<file path="src/rtl/drc_pkg.sv">
package drc_pkg;

  // Control handed from the register decode to the strobe datapath
  typedef struct packed {
    logic load;      // rate word written this cycle
    logic enFirst;   // first halfband active
    logic enSecond;  // second halfband active
  } drcCtl_t;

  // Strobes along the chain
  typedef struct packed {
    logic comb;
    logic mid;
    logic fin;
  } drcStb_t;

  localparam int FIRST_HB_BIT  = 9;
  localparam int SECOND_HB_BIT = 8;
  localparam int RATE_SLOT     = 2;

endpackage

</file>
<file path="src/rtl/drc_ctrl.sv">
module drc_ctrl
  import drc_pkg::*;
#(
  parameter int ADDR_W    = 8,
  parameter int DATA_W    = 32,
  parameter int FACTOR_W  = 8,
  parameter int RATE_ADDR = 162
) (
  input  logic                clk,
  input  logic                rst,
  input  logic                cfgWrEn,
  input  logic [ADDR_W-1:0]   cfgAddr,
  input  logic [DATA_W-1:0]   cfgData,
  output drcCtl_t             ctl,
  output logic [FACTOR_W-1:0] factor
);

  localparam logic [ADDR_W-1:0] RATE_ADDR_L = ADDR_W'(RATE_ADDR);

  logic [FACTOR_W-1:0] factorQ;
  logic                enFirstQ;
  logic                enSecondQ;
  logic                rateHit;
  logic                unusedData;

  assign unusedData = ^cfgData;
  assign rateHit    = cfgWrEn && (cfgAddr == RATE_ADDR_L);

  always_ff @(posedge clk) begin
    if (rst) begin
      factorQ   <= FACTOR_W'(1);
      enFirstQ  <= 1'b0;
      enSecondQ <= 1'b0;
    end else if (rateHit) begin
      factorQ   <= cfgData[FACTOR_W-1:0];
      enFirstQ  <= cfgData[FIRST_HB_BIT];
      enSecondQ <= cfgData[SECOND_HB_BIT];
    end
  end

  // A zero factor is served as one
  assign factor       = (factorQ == '0) ? FACTOR_W'(1) : factorQ;
  assign ctl.load     = rateHit;
  assign ctl.enFirst  = enFirstQ;
  assign ctl.enSecond = enSecondQ;


  rate_load_chk: assert property (@(posedge clk) disable iff (rst)
    (cfgWrEn && cfgAddr == RATE_ADDR_L) |=>
      (ctl.enFirst == $past(cfgData[FIRST_HB_BIT]) &&
       ctl.enSecond == $past(cfgData[SECOND_HB_BIT])));


  rst_clear_chk: assert property (@(posedge clk) disable iff (rst)
    $past(rst) |-> (!ctl.enFirst && !ctl.enSecond && factor == FACTOR_W'(1)));


  factor_nonzero_chk: assert property (@(posedge clk) disable iff (rst)
    factor != '0);

endmodule

</file>
<file path="src/rtl/drc_half.sv">
module drc_half (
  input  logic clk,
  input  logic rst,
  input  logic clr,
  input  logic en,
  input  logic inStb,
  output logic outStb
);

  logic phase;

  always_ff @(posedge clk) begin
    if (rst || clr) phase <= 1'b0;
    else if (inStb && en) phase <= ~phase;
  end

  assign outStb = en ? (inStb && phase) : inStb;


  hb_no_back_to_back_chk: assert property (@(posedge clk) disable iff (rst)
    (en && outStb) |=> (!outStb || !en));


  hb_needs_input_chk: assert property (@(posedge clk) disable iff (rst)
    outStb |-> inStb);

endmodule

</file>
<file path="src/rtl/drc_path.sv">
module drc_path
  import drc_pkg::*;
#(
  parameter int FACTOR_W = 8
) (
  input  logic                clk,
  input  logic                rst,
  input  drcCtl_t             ctl,
  input  logic [FACTOR_W-1:0] factor,
  input  logic                inValid,
  output drcStb_t             stb
);

  localparam int HB_STAGES = 2;

  logic [FACTOR_W-1:0]  combCnt;
  logic                 combWrap;
  logic [HB_STAGES:0]   chain;
  logic [HB_STAGES-1:0] hbEn;

  assign combWrap = (combCnt == factor - FACTOR_W'(1));

  always_ff @(posedge clk) begin
    if (rst || ctl.load) combCnt <= '0;
    else if (inValid) combCnt <= combWrap ? '0 : combCnt + FACTOR_W'(1);
  end

  assign chain[0] = inValid && !ctl.load && combWrap;
  assign hbEn     = {ctl.enSecond, ctl.enFirst};

  for (genvar g = 0; g < HB_STAGES; g++) begin : gHb
    drc_half uHalf (
      .clk    (clk),
      .rst    (rst),
      .clr    (ctl.load),
      .en     (hbEn[g]),
      .inStb  (chain[g]),
      .outStb (chain[g+1])
    );
  end

  assign stb.comb = chain[0];
  assign stb.mid  = chain[1];
  assign stb.fin  = chain[2];


  comb_valid_chk: assert property (@(posedge clk) disable iff (rst)
    stb.comb |-> (inValid && !ctl.load));


  cnt_bound_chk: assert property (@(posedge clk) disable iff (rst)
    combCnt < factor);


  unity_pass_chk: assert property (@(posedge clk) disable iff (rst)
    (factor == FACTOR_W'(1) && inValid && !ctl.load) |-> stb.comb);


  chain_order_chk: assert property (@(posedge clk) disable iff (rst)
    (stb.fin |-> stb.mid) and (stb.mid |-> stb.comb));

endmodule

</file>
<file path="src/rtl/decim_rate_ctrl.sv">
module decim_rate_ctrl
  import drc_pkg::*;
#(
  parameter int ADDR_W     = 8,
  parameter int DATA_W     = 32,
  parameter int FACTOR_W   = 8,
  parameter int GROUP_BASE = 160
) (
  input  logic              clk,
  input  logic              rst,
  input  logic              cfgWrEn,
  input  logic [ADDR_W-1:0] cfgAddr,
  input  logic [DATA_W-1:0] cfgData,
  input  logic              inValid,
  output logic              combStb,
  output logic              midStb,
  output logic              outStb,
  output logic              enFirst,
  output logic              enSecond
);

  localparam int RATE_ADDR = GROUP_BASE + RATE_SLOT;

  drcCtl_t             ctl;
  drcStb_t             stb;
  logic [FACTOR_W-1:0] factor;

  drc_ctrl #(
    .ADDR_W    (ADDR_W),
    .DATA_W    (DATA_W),
    .FACTOR_W  (FACTOR_W),
    .RATE_ADDR (RATE_ADDR)
  ) uCtrl (
    .clk     (clk),
    .rst     (rst),
    .cfgWrEn (cfgWrEn),
    .cfgAddr (cfgAddr),
    .cfgData (cfgData),
    .ctl     (ctl),
    .factor  (factor)
  );

  drc_path #(
    .FACTOR_W (FACTOR_W)
  ) uPath (
    .clk     (clk),
    .rst     (rst),
    .ctl     (ctl),
    .factor  (factor),
    .inValid (inValid),
    .stb     (stb)
  );

  assign combStb  = stb.comb;
  assign midStb   = stb.mid;
  assign outStb   = stb.fin;
  assign enFirst  = ctl.enFirst;
  assign enSecond = ctl.enSecond;

endmodule

</file>
<file path="config.mk">
export PLATFORM = sky130hd
export DESIGN_NAME = decim_rate_ctrl
export DESIGN_NICKNAME = d
export VERILOG_FILES = /design/src/rtl/drc_pkg.sv /design/src/rtl/drc_ctrl.sv /design/src/rtl/drc_half.sv /design/src/rtl/drc_path.sv /design/src/rtl/decim_rate_ctrl.sv
export SDC_FILE = /design/constraint.sdc
export NUM_CORES = 1
export LEC_CHECK = 0
export BUFFER_PORTS_ARGS = -buffer_cell sky130_fd_sc_hd__buf_2
export CORE_UTILIZATION = 46
export CTS_CLUSTER_DIAMETER = 50
export DETAILED_ROUTE_END_ITERATION = 10
export GPL_ROUTABILITY_DRIVEN = 0
export MAX_ROUTING_LAYER = met4
export PLACE_DENSITY = 0.79
export SETUP_SLACK_MARGIN = 0.5
export SYNTH_ARGS = -nofsm -noshare
export SYNTH_HDL_FRONTEND = slang
export SYNTH_SLANG_ARGS = --single-unit
</file>
<file path="constraint.sdc">
create_clock -name clk -period 3.1 [get_ports clk]
set_input_delay 0.155 -clock clk [delete_from_list [all_inputs] [get_ports clk]]
set_output_delay 0.155 -clock clk [all_outputs]
set_load 0.01 [all_outputs]
</file>
# Word-level counts from Yosys, hierarchy flattened
# Cells that the tools add are included.
[word_totals] reg_bits=20 inputBits=44 out_inout_bits=5 wordCells=26
[op_classes] n_addsub=2 eq_ne=2 muxes=4 bitwise_logic=2 n_reduce_logical=10
[op_table] op="2-to-1 mux 8 bit" count=2
[op_table] op="adder 8 x 1 -> 8 bit, second input constant" count=1
[op_table] op="== test 8 bit" count=1
[op_table] op="== test 8 bit, second input constant" count=1
[op_table] op="zero test 8 bit" count=1
[op_table] op="subtractor 8 x 1 -> 8 bit, second input constant" count=1
[op_table] op="logical AND 1 bit" count=7
[op_table] op="2-to-1 mux 1 bit" count=2
[op_table] op="inverter 1 bit" count=2
[op_table] op="zero test 1 bit" count=1
[op_table] op="logical OR 1 bit" count=1

# Logic depth before layout (Yosys ltp)
# Gate-level depths: netlist of the first run.
[depth] word_depth=9 ltp_mapped=9 ltp_nobuf=9

# Cells and area by module
# Synthesis of the first run repeated with hierarchy kept, for this count alone.
[unflattened] hier_cells=150 area_unflattened_um2=1347.5
[by_module_without_submodules] module="drc_path" n_inst=1 cells_each=79 area_each_um2=679.4 seq_area_each_um2=160.2
[by_module_without_submodules] module="drc_ctrl" n_inst=1 cells_each=59 area_each_um2=545.5 seq_area_each_um2=200.2
[by_module_without_submodules] module="drc_half" n_inst=2 cells_each=6 area_each_um2=61.3 seq_area_each_um2=20.0

# Worst setup path before layout of the first run
# Ideal clock, no wire load.
[synth_path] kind="reg-to-output" start="reg uCtrl.factorQ[2]" end="out outStb" t_arrival_ns=2.577 t_required_ns=2.945 setup_slack_ns=0.368 stages_incl_launch_ff=10 cell_sequence="dfxtp_1 nor4_1 a21oi_1 ha_1 nor3b_1 xnor2_1 a211oi_2 nand4_2 or2_2 nor4b_2"
[synth_between] elab_chain_len=9
[synth_lines] item="start, declared" line="drc_ctrl.sv:20" source="logic [FACTOR_W-1:0] factorQ;"
[synth_lines] item="start signal, assigned" line="drc_ctrl.sv:35" source="factorQ <= cfgData[FACTOR_W-1:0];"
[synth_lines] item="zero test 8 bit" line="drc_ctrl.sv:42" source="assign factor = (factorQ == '0) ? FACTOR_W'(1) : factorQ;"
[synth_lines] item="2-to-1 mux 8 bit (*)" line="drc_ctrl.sv:42"
[synth_lines] item="subtractor 8 x 1 -> 8 bit (*)" line="drc_path.sv:21" source="assign combWrap = (combCnt == factor - FACTOR_W'(1));"
[synth_lines] item="== test 8 bit (*)" line="drc_path.sv:21"
[synth_lines] item="logical AND 1 bit (*)" line="drc_path.sv:28" source="assign chain[0] = inValid && !ctl.load && combWrap;"
[synth_lines] item="logical AND 1 bit" line="drc_half.sv:17" source="assign outStb = en ? (inStb && phase) : inStb;"
[synth_lines] item="2-to-1 mux 1 bit (*)" line="drc_half.sv:17"
[synth_lines] item="logical AND 1 bit" line="drc_half.sv:17"
[synth_lines] item="2-to-1 mux 1 bit (*)" line="drc_half.sv:17"
[synth_lines] item="end, declared" line="decim_rate_ctrl.sv:17" source="output logic outStb,"
# Mark *: on every way between the ends. The rest lies on a longest branch, timed or not.

# Worst setup path in the final report of the first run
[layout_path] start="reg uCtrl.factorQ[3]" end="out outStb"
# The elaborated chain is that of the path after synthesis.

==> impl_results.md, run 1 <==
- Status: finished, final reports clean
- Detailed Routing Iterations Pass 1: 5
- Metal-1 WL: 1120 um
- Fraction of the mapped netlist area in simple logic gates: 25.8%
- Max Cap Viol: 0
- Diodes inserted: 0
- Mapped Area: 1080 um2
- Die Width: about 50 um
- Largest net degree at the start of global routing: 16
- Avg Inst Size Synth: between 9 and 10 um2
- Drt initial violations: 23
- DRC: 0
- Wire per inst: 14.4 um
- H-Tree Depth: 1
- CTS sink cnt: 20
- Post-synth ARST share: 0%
- Top sig layer: met4
- Worst EP required: about 3 ns
- Total global routing overflow: 0
- Worst setup EP type: output pin
- RSZ-0062 raised after global routing: true
- Layout cell share with drive strength beyond 1: 40.0%
- Core Rows: 17
- Least-Margin Pin Slew: between 0.2 and 0.3 ns
- Initial core utilization: 48.9%
- Arrival @ worst endpoint: 2.63 ns
- Placed Area: between 1000 and 1500 um2
- Top-count cell post-synth: dfxtp_1
- Max IR drop VDD: 0.201 mV
- Setup_tns: 0 ns
- Cell types with the highest counts after synthesis: dfxtp_1 (20), nor2_1 (18), xnor2_1 (10), mux2i_1 (9), xor2_1 (8)
- Pwr per Cell Area: roughly 310 nW/um2
- Share of the synthesized area in the top cell type: a little under two fifths
- Met2 routed WL: 1420 um
- Worst setup SP type: register
- Routed wl met3: 82 um
- Worst Path Class, Setup: register to output pin
- Slew headroom: 80.3%
- Post-route ant nets: 0
- Post-synthesis sequential area ratio: about 37%
- Synth Instances: 120
- Fin crit share: around nine tenths
- Hold Vio Cnt, Final: 0
- Port-buffer cells: 26
- Detailed-route via count: 1029
- Final setup margin: 0.315 ns
- Area leader, netlist: dfxtp_1
- CTS tree: built
- Worst min path class: input pin to register
- Finished layout cell area: 1440 um2
- Largest family of logic cells by synthesized area: simple AND/OR/NAND/NOR gates
- Fmax: 0.359 GHz
- Synth Area in Compound Gates: 9.49%
- Root Buffer: clkbuf_4
- Main area contributors after synthesis: dfxtp_1 (37%), mux2i_1 (8.3%), xnor2_1 (8.1%)
- Syn Nets: 166
- Die Y: 50.5 um
- Synth Register Bits: 20
- Multi-input logic area: around 710 um2
- Post-synth EDFFs: 0
- Clock Pin Slew Worst Setup and Hold Paths: 0.12 ns
- Num CTS Buffers: 3
- Post-Route WL: 2700 um
- Slew Viols, Final: 0
- Clock latency on the worst-skew pair: 0.29 ns
- Library cells used by synthesis: 34
- Die area: 2550 um2
- Synth-to-layout area growth: 33.4%
- Static Leak: 0.663 nW
- XOR/XNOR share of the synthesized area: 14.6%
- Count of warnings emitted by yosys: 0
- Final setup fails: 0
- GRT Overall Usage: 23.5%
- Drt via density: 5.47
- CORE AREA: about 2200 um2
- Crit-path max FO: 5
- Number of global-route vias before repair: between 1000 and 1500
- Initial antenna violation count: 0
- Post-synthesis mux area share: around 8.3%
- Register area: 419 um2
- FILL cells: between 150 and 200
- Global-route wire length before repair: 4390 um
- NumNets Final: 207
- Setup Skew: 0.0110 ns
- Pre-CTS setup slack: 0.144 ns
- Post-synthesis share of cell area spent on full adders, half adders and majority gates: 2.31%
- Period minus WS final: 2.78 ns
- Synth Flop Type: dfxtp_1
- Post-DP HPWL: 1720 um
- IO Pins: 49
- Clock Tree Buf Depth: 2
[report_power, final]
part | total [W] | internal, W | leakage [nW] | switching [W]
clock | 0.000149 | 0.0000714 | 0.0210 | 0.0000772
sequential | 0.000257 | 0.000255 | 0.165 | 0.00000202
combinational | 0.0000489 | 0.0000250 | 0.477 | 0.0000239
total | 0.000454 | 0.000351 | 0.663 | 0.000103
[cell type report]
class / count / area share, %
multi-input combinational: 93 / 49.4
inverter: 5 / 1.30
sequential: 20 / 29.1
tap: 28 / 2.43
timing repair buffer: 38 / 15.3
clock buffer: 4 / 2.52
[sequential cells by signal, summed over array words and instances (netlist names)]
register,count
uCtrl.enFirstQ,1
uPath.gHb.uHalf.phase,2
uPath.combCnt,8
uCtrl.enSecondQ,1
uCtrl.factorQ,8
[stage by stage]
step	cells	hold WS [ns]	util, %	total power, W
2_1_floorplan	120	0.299	-	0.000285
3_3_place_gp	173	0.383	56.6	0.000304
3_5_place_dp	173	0.394	56.6	0.000306
4_1_cts	187	0.0832	63.5	0.000453
5_1_grt	188	0.0741	65.2	0.000477
6_report	188	0.0810	65.2	0.000454
[routing by layer]
metal  global-route usage [%]  up-vias
met4                     11.6        0
met5                        -        -
met1                     26.2      483
met2                     41.1       29
met3                     2.73        8
li1                         -      509
[final timing paths]
check	cells past startpoint	slack, ns	start	to
setup / recovery	7	0.32	uCtrl.factorQ[3]	outStb
hold / removal	3	0.08	cfgData[7]	uCtrl.factorQ[7]
setup reg to reg	8	0.44	uCtrl.factorQ[3]	uPath.gHb[1].uHalf.phase
hold reg to reg	2	0.50	uPath.gHb[1].uHalf.phase	uPath.gHb[1].uHalf.phase
[worst max-delay path: stages (launching register included)]
cell and delay, ns:
dfxtp_4 0.39, or4_4 0.52, or3_4 0.40, a211oi_2 0.23, nand4_2 0.15, or2_4 0.27, nor4b_2 0.21, buf_2 0.17
[what timing repair did]
item	4_1_cts	5_1_grt
buffers inserted	10	1
resized for setup	15	7
hold buffers	0	0
pin swaps	6	1
cloned	0	0
setup endpoints to repair	12	12
[cells by family (layout without fill, tap and decap cells)]
group	after synthesis	in the layout
AOI/OAI and AO/OA	15	15
xor gates and xnor gates	18	18
adders and majority gates	2	2
buffers and inverters	7	47
DFF	20	20
muxes	9	9
and+or+nand+nor	49	49
[placed cells by master (no fill, tap or decap), drive strengths merged, types with 2 or more instances in the layout]
cell / netlist / routed
nor3b: 3 / 3
dfxtp: 20 / 20
buf: 0 / 38
mux2i: 9 / 9
inv: 5 / 5
xnor2: 10 / 10
nor2: 18 / 18
o21ai: 2 / 2
nor2b: 2 / 2
a211o: 2 / 2
nand2: 4 / 4
ha: 2 / 2
xor2: 8 / 8
a21oi: 5 / 5
clkbuf: 2 / 4
o31ai: 2 / 2
nor4: 2 / 2
nor3: 2 / 2
or3: 2 / 2
nor4b: 2 / 2
nand3: 2 / 2
nand4: 4 / 4
or4: 3 / 3
No activity file was read; power rests on OpenSTA's default activity.
==> run 2, diff against run 1 <==
==> constraint.sdc (replaced) <==
create_clock -name clk -period 3.05 [get_ports clk]
set_input_delay 0.1525 -clock clk [delete_from_list [all_inputs] [get_ports clk]]
set_output_delay 0.1525 -clock clk [all_outputs]
set_load 0.01 [all_outputs]
==> impl_results.md, run 2 (synthesis gave the netlist of run 1 again) <==
- Status: finished, final reports clean (unchanged)
- Layout cell share with drive strength beyond 1: 43.6% (was 40.0%)
- Crit-path max FO: 4 (was 5)
- Die Y: 50.5 um (unchanged)
- Static Leak: 0.692 nW (was 0.663 nW)
- Post-route ant nets: 0 (unchanged)
- Clock Tree Buf Depth: 2 (unchanged)
- Clock Pin Slew Worst Setup and Hold Paths: 0.11 ns (was 0.12 ns)
- Post-DP HPWL: 1700 um (was 1720 um)
- Clock latency on the worst-skew pair: 0.30 ns (was 0.29 ns)
- Top Registers: uCtrl.factorQ (8), uPath.combCnt (8), uPath.gHb.uHalf.phase (2) (unchanged)
- Setup Skew: 0.00222 ns (was 0.0110 ns)
- Initial antenna violation count: 0 (unchanged)
- R2R cell count: 11 (was 8)
- Core Rows: 17 (unchanged)
- GRT Overall Usage: 22.7% (was 23.5%)
- Pre-CTS setup slack: 0.230 ns (was 0.144 ns)
- Worst setup EP type: output pin (unchanged)
- Detailed-route via count: 1080 (was 1029)
- Max IR drop VDD: 0.291 mV (was 0.201 mV)
- Die area: 2550 um2 (unchanged)
- Hold Vio Cnt, Final: 0 (unchanged)
- Largest net degree at the start of global routing: 16 (unchanged)
- RSZ-0062 raised after global routing: true (unchanged)
- Total global routing overflow: 0 (unchanged)
- Die Width: 50.5 um (unchanged)
- IO Pins: 49 (unchanged)
- RR Endpoint: uPath.gHb[1].uHalf.phase (unchanged)
- Global-route wire length before repair: 4260 um (was 4390 um)
- CTS sink cnt: 20 (unchanged)
- Fmax: about 0.36 GHz
- Least-Margin Pin Slew: 0.302 ns (was 0.293 ns)
- Drt initial violations: 25 (was 23)
- Wire per inst: 14.7 um (was 14.4 um)
- Drt via density: 5.65 (was 5.47)
- Max Cap Viol: 0 (unchanged)
- Final setup margin: 0.236 ns (was 0.315 ns)
- FILL cells: 176 (was 186)
- Fin crit share: 92.3%
- Worst setup SP type: register (unchanged)
- DRC: 0 (unchanged)
- Commonest non-fill, non-tap cell in the layout: buf_2 (unchanged)
- Diodes inserted: 0 (unchanged)
- Num CTS Buffers: 3 (unchanged)
- Root Buffer: clkbuf_4 (unchanged)
- Pwr per Cell Area: 312 nW/um2 (was 315 nW/um2)
- Worst reg2reg path startpoint: uCtrl.factorQ[5] (was uCtrl.factorQ[3])
- Worst Path Class, Setup: register to output pin (unchanged)
- H-Tree Depth: 1 (unchanged)
- Arrival @ worst endpoint: 2.66 ns (was 2.63 ns)
- Number of global-route vias before repair: 966 (was 1006)
- Detailed Routing Iterations Pass 1: 4 (was 5)
- Setup_tns: 0 ns (unchanged)
- Worst R2R Setup Slack: 0.27 ns (was 0.44 ns)
- Slew headroom: 79.7% (was 80.3%)
- CTS tree: built (unchanged)
- Slew Viols, Final: 0 (unchanged)
- Worst EP required: 2.90 ns (was 2.94 ns)
- NumNets Final: 210 (was 207)
- Hold-fix buffers, CTS: 0 (unchanged)
- Initial core utilization: 48.9% (unchanged)
- Most frequent cells in the layout: buf_2 (26), nor2_1 (18), buf_4 (13) (was buf_2 (26), nor2_1 (18), dfxtp_1 (13))
- Period minus WS final: 2.81 ns
- Worst Setup EP: outStb (unchanged)
- Final setup fails: 0 (unchanged)
- Worst min path class: input pin to register (unchanged)
- Post-Route WL: 2810 um (was 2700 um)
- Critical path origin: uCtrl.factorQ[5] (was uCtrl.factorQ[3])
- Synth-to-layout area growth: 38.4% (was 33.4%)
- CORE AREA: 2210 um2 (unchanged)
- Port-buffer cells: 26 (unchanged)
==> run 2: critical path, cell delays in order (launching register included) <==
cell and delay [ns]:
dfxtp_4 0.39, nor4_4 0.36, a21oi_2 0.11, ha_2 0.31, xnor2_2 0.14, a211oi_2 0.24
nand4_2 0.15, or2_4 0.29, nor4b_2 0.20, buf_2 0.17
==> run 2: worst min path at each step <==
stage / cells after the start / from / slack (ns) / endpoint
CTS: 3 / cfgData[3] / 0.07 / uCtrl.factorQ[3]
detailed placement: 3 / cfgData[3] / 0.39 / uCtrl.factorQ[3]
finish: 3 / cfgData[3] / 0.08 / uCtrl.factorQ[3]
global route: 3 / cfgData[9] / 0.08 / uCtrl.enFirstQ
global placement: 3 / cfgData[1] / 0.38 / uCtrl.factorQ[1]
floorplan: 2 / cfgData[9] / 0.30 / uCtrl.enFirstQ
==> run 2: metrics by stage <==
step / power, W / hold WS, ns / area (um2) / instances / util, %
final: 0.000467 / 0.0791 / 1500 / 191 / 67.6
after global routing: 0.000486 / 0.0751 / 1500 / 191 / 67.6
after CTS: 0.000467 / 0.0744 / 1430 / 187 / 64.5
after detailed placement: 0.000311 / 0.389 / 1260 / 173 / 57.0
after global placement: 0.000309 / 0.382 / 1260 / 173 / 57.0
after floorplan: 0.000290 / 0.296 / 1100 / 120 / -
==> run 2: repair_timing <==
item | 4_1_cts | 5_1_grt
gates cloned | 0 | 0
gates resized for setup | 17 | 9
setup endpoints to repair | 12 | 12
pin swaps | 9 | 2
setup buffers | 10 | 4
==> run 2: area by class of cell <==
type	instances	area (um2)	area share [%]
timing repair buffer	41	259	17.3
tap	28	35.0	2.34
clock buffer	4	36.3	2.42
multi-input combinational	93	727	48.6
inverter	5	18.8	1.25
sequential	20	420	28.1
==> run 2: layer usage <==
metal	up-vias	part of all wire [%]	GRT usage, %
met4	0	1.3	11.6
met3	4	4.7	3.33
met2	40	53	37.1
met1	523	41	27.1
met5	-	0	-
li1	513	-	-
==> run 2: power by group <==
group	total, W	internal (W)	switching, W
Sequential	0.000261	0.000259	0.00000199
Combinational	0.0000529	0.0000275	0.0000254
Clock	0.000154	0.0000728	0.0000810
Total	0.000467	0.000359	0.000108
==> run 3, diff against run 2 <==
--- a/config.mk
+++ b/config.mk
@@ -8,10 +8,12 @@
 export BUFFER_PORTS_ARGS = -buffer_cell sky130_fd_sc_hd__buf_2
 export CORE_UTILIZATION = 46
 export CTS_CLUSTER_DIAMETER = 50
+export CTS_CLUSTER_SIZE = 24
 export DETAILED_ROUTE_END_ITERATION = 10
 export GPL_ROUTABILITY_DRIVEN = 0
 export MAX_ROUTING_LAYER = met4
 export PLACE_DENSITY = 0.79
+export RECOVER_POWER = 100
 export SETUP_SLACK_MARGIN = 0.5
 export SYNTH_ARGS = -nofsm -noshare
 export SYNTH_HDL_FRONTEND = slang
==> impl_results.md, run 3 (synthesis gave the netlist of run 1 again) <==
- Clock latency on the worst-skew pair: 0.30 ns (about the same)
- Worst reg2reg path startpoint: uCtrl.factorQ[5] (unchanged)
- Hold path startpoint: cfgData[3] (unchanged)
- Period minus WS final: 2.82 ns (was 2.81 ns)
- Clock Pin Slew Worst Setup and Hold Paths: 0.11 ns (about the same)
- Setup Skew: 0.00219 ns (was 0.00222 ns)
- Diodes inserted: 0 (unchanged)
- Initial core utilization: 48.9% (unchanged)
- Pwr per Cell Area: 315 nW/um2 (was 312 nW/um2)
- Setup_tns: 0 ns (unchanged)
- Fmax: 0.355 GHz (about the same)
- Synth-to-layout area growth: 36.5% (was 38.4%)
- Core Rows: 17 (unchanged)
- Largest net degree at the start of global routing: 16 (unchanged)
- Post-DP HPWL: 1700 um (unchanged)
- RSZ-0062 raised after global routing: true (unchanged)
- Worst setup SP type: register (unchanged)
- Hold Vio Cnt, Final: 0 (unchanged)
- Die Width: 50.5 um (unchanged)
- Number of global-route vias before repair: 966 (unchanged)
- Static Leak: 0.678 nW (was 0.692 nW)
- Clock Tree Buf Depth: 2 (unchanged)
- Final setup fails: 0 (unchanged)
- Detailed-route via count: 1060 (was 1080)
- Status: finished, final reports clean (unchanged)
- IO Pins: 49 (unchanged)
- Arrival @ worst endpoint: 2.66 ns (about the same)
- Max Cap Viol: 0 (unchanged)
- Post-route ant nets: 0 (unchanged)
- Most frequent cells in the layout: buf_2 (24), nor2_1 (18), dfxtp_1 (13) (was buf_2 (26), nor2_1 (18), buf_4 (13))
- Worst EP required: 2.90 ns (about the same)
- Port-buffer cells: 26 (unchanged)
- Fin crit share: 92.4% (was 92.3%)
- Commonest non-fill, non-tap cell in the layout: buf_2 (unchanged)
- Layout cell share with drive strength beyond 1: 40.5% (was 43.6%)
- Slew Viols, Final: 0 (unchanged)
- Initial antenna violation count: 0 (unchanged)
- Drt via density: 5.55 (was 5.65)
- Least-Margin Pin Slew: 0.822 ns (was 0.302 ns)
- Worst min path class: input pin to register (unchanged)
- Wire per inst: 14.7 um (about the same)
- Worst Path Class, Setup: register to output pin (unchanged)
- DRC: 0 (unchanged)
- CTS sink cnt: 20 (unchanged)
- Pwr Total: 0.000465 W (was 0.000467 W)
- Num CTS Buffers: 3 (unchanged)
- CORE AREA: 2210 um2 (unchanged)
- Die Y: 50.5 um (unchanged)
- H-Tree Depth: 1 (unchanged)
- Root Buffer: clkbuf_4 (unchanged)
- Die area: 2550 um2 (unchanged)
- Total global routing overflow: 0 (unchanged)
- CTS tree: built (unchanged)
- WHS: 0.0816 ns (was 0.0791 ns)
- Drt initial violations: 25 (unchanged)
- Detailed Routing Iterations Pass 1: 4 (unchanged)
- NumNets Final: 210 (unchanged)
- Hold-fix buffers, CTS: 0 (unchanged)
- Global-route wire length before repair: 4260 um (unchanged)
- Top Registers: uCtrl.factorQ (8), uPath.combCnt (8), uPath.gHb.uHalf.phase (2) (unchanged)
- Slew headroom: 45.2% (was 79.7%)
- Post-Route WL: 2800 um (was 2810 um)
- GRT Overall Usage: 22.7% (unchanged)
- Worst setup EP type: output pin (unchanged)
- Critical path origin: uCtrl.factorQ[5] (unchanged)
- Crit-path max FO: 4 (unchanged)
- Max IR drop VDD: 0.291 mV (about the same)
## run 3: layer usage
| layer | share of wire, % | routed length, um | track usage [%] | up-vias |
|---|---|---|---|---|
| met1 | 42 | 1170 | 27.1 | 515 |
| met3 | 4.1 | 114 | 3.33 | 4 |
| met2 | 53 | 1490 | 37.1 | 31 |
| met4 | 1.1 | 32 | 11.6 | 0 |
| met5 | 0 | 0 | - | - |
| li1 | - | - | - | 510 |
## run 3: final cells by class
type                       count  area [um2]
multi-input combinational     93         716
timing repair buffer          41         253
fill                         183         737
tap                           28        35.0
inverter                       5        18.8
sequential                    20         417
clock buffer                   4        36.3
## run 3: critical path, stage by stage, from the launching register on
cell and delay (ns):
dfxtp_4 0.39, nor4_4 0.36, a21oi_2 0.11, ha_2 0.31, xnor2_2 0.14, a211oi_2 0.25, nand4_2 0.15, or2_4 0.29
nor4b_2 0.20, buf_2 0.17
## run 3: per-stage QoR
step | cell area (um2) | utilization (%) | setup slack (ns) | std cells
5_1_grt | 1480 | 66.7 | 0.0617 | 191
2_1_floorplan | 1100 | - | 0.519 | 120
6_report | 1480 | 66.7 | 0.233 | 191
3_3_place_gp | 1260 | 57.0 | 0.303 | 173
4_1_cts | 1430 | 64.5 | 0.282 | 187
3_5_place_dp | 1260 | 57.0 | 0.230 | 173
## run 3: where the power goes
part	switching [W]	total [W]	internal [W]
clock network	0.0000798	0.000153	0.0000728
logic	0.0000244	0.0000507	0.0000263
registers	0.00000198	0.000262	0.000260
## run 3: worst paths after layout
kind	end	slack [ns]	depth (start not counted)
setup / recovery	outStb	0.23	9
hold / removal	uCtrl.factorQ[3]	0.08	3
setup reg to reg	uPath.gHb[1].uHalf.phase	0.26	11
hold reg to reg	uPath.gHb[1].uHalf.phase	0.52	2
## run 3: repair_timing
action                                  4_1_cts  5_1_grt
resized for setup                            17        9
setup buffers                                10        4
cloned                                        0        0
endpoints found under the setup margin       12       12
pin swaps                                     9        2
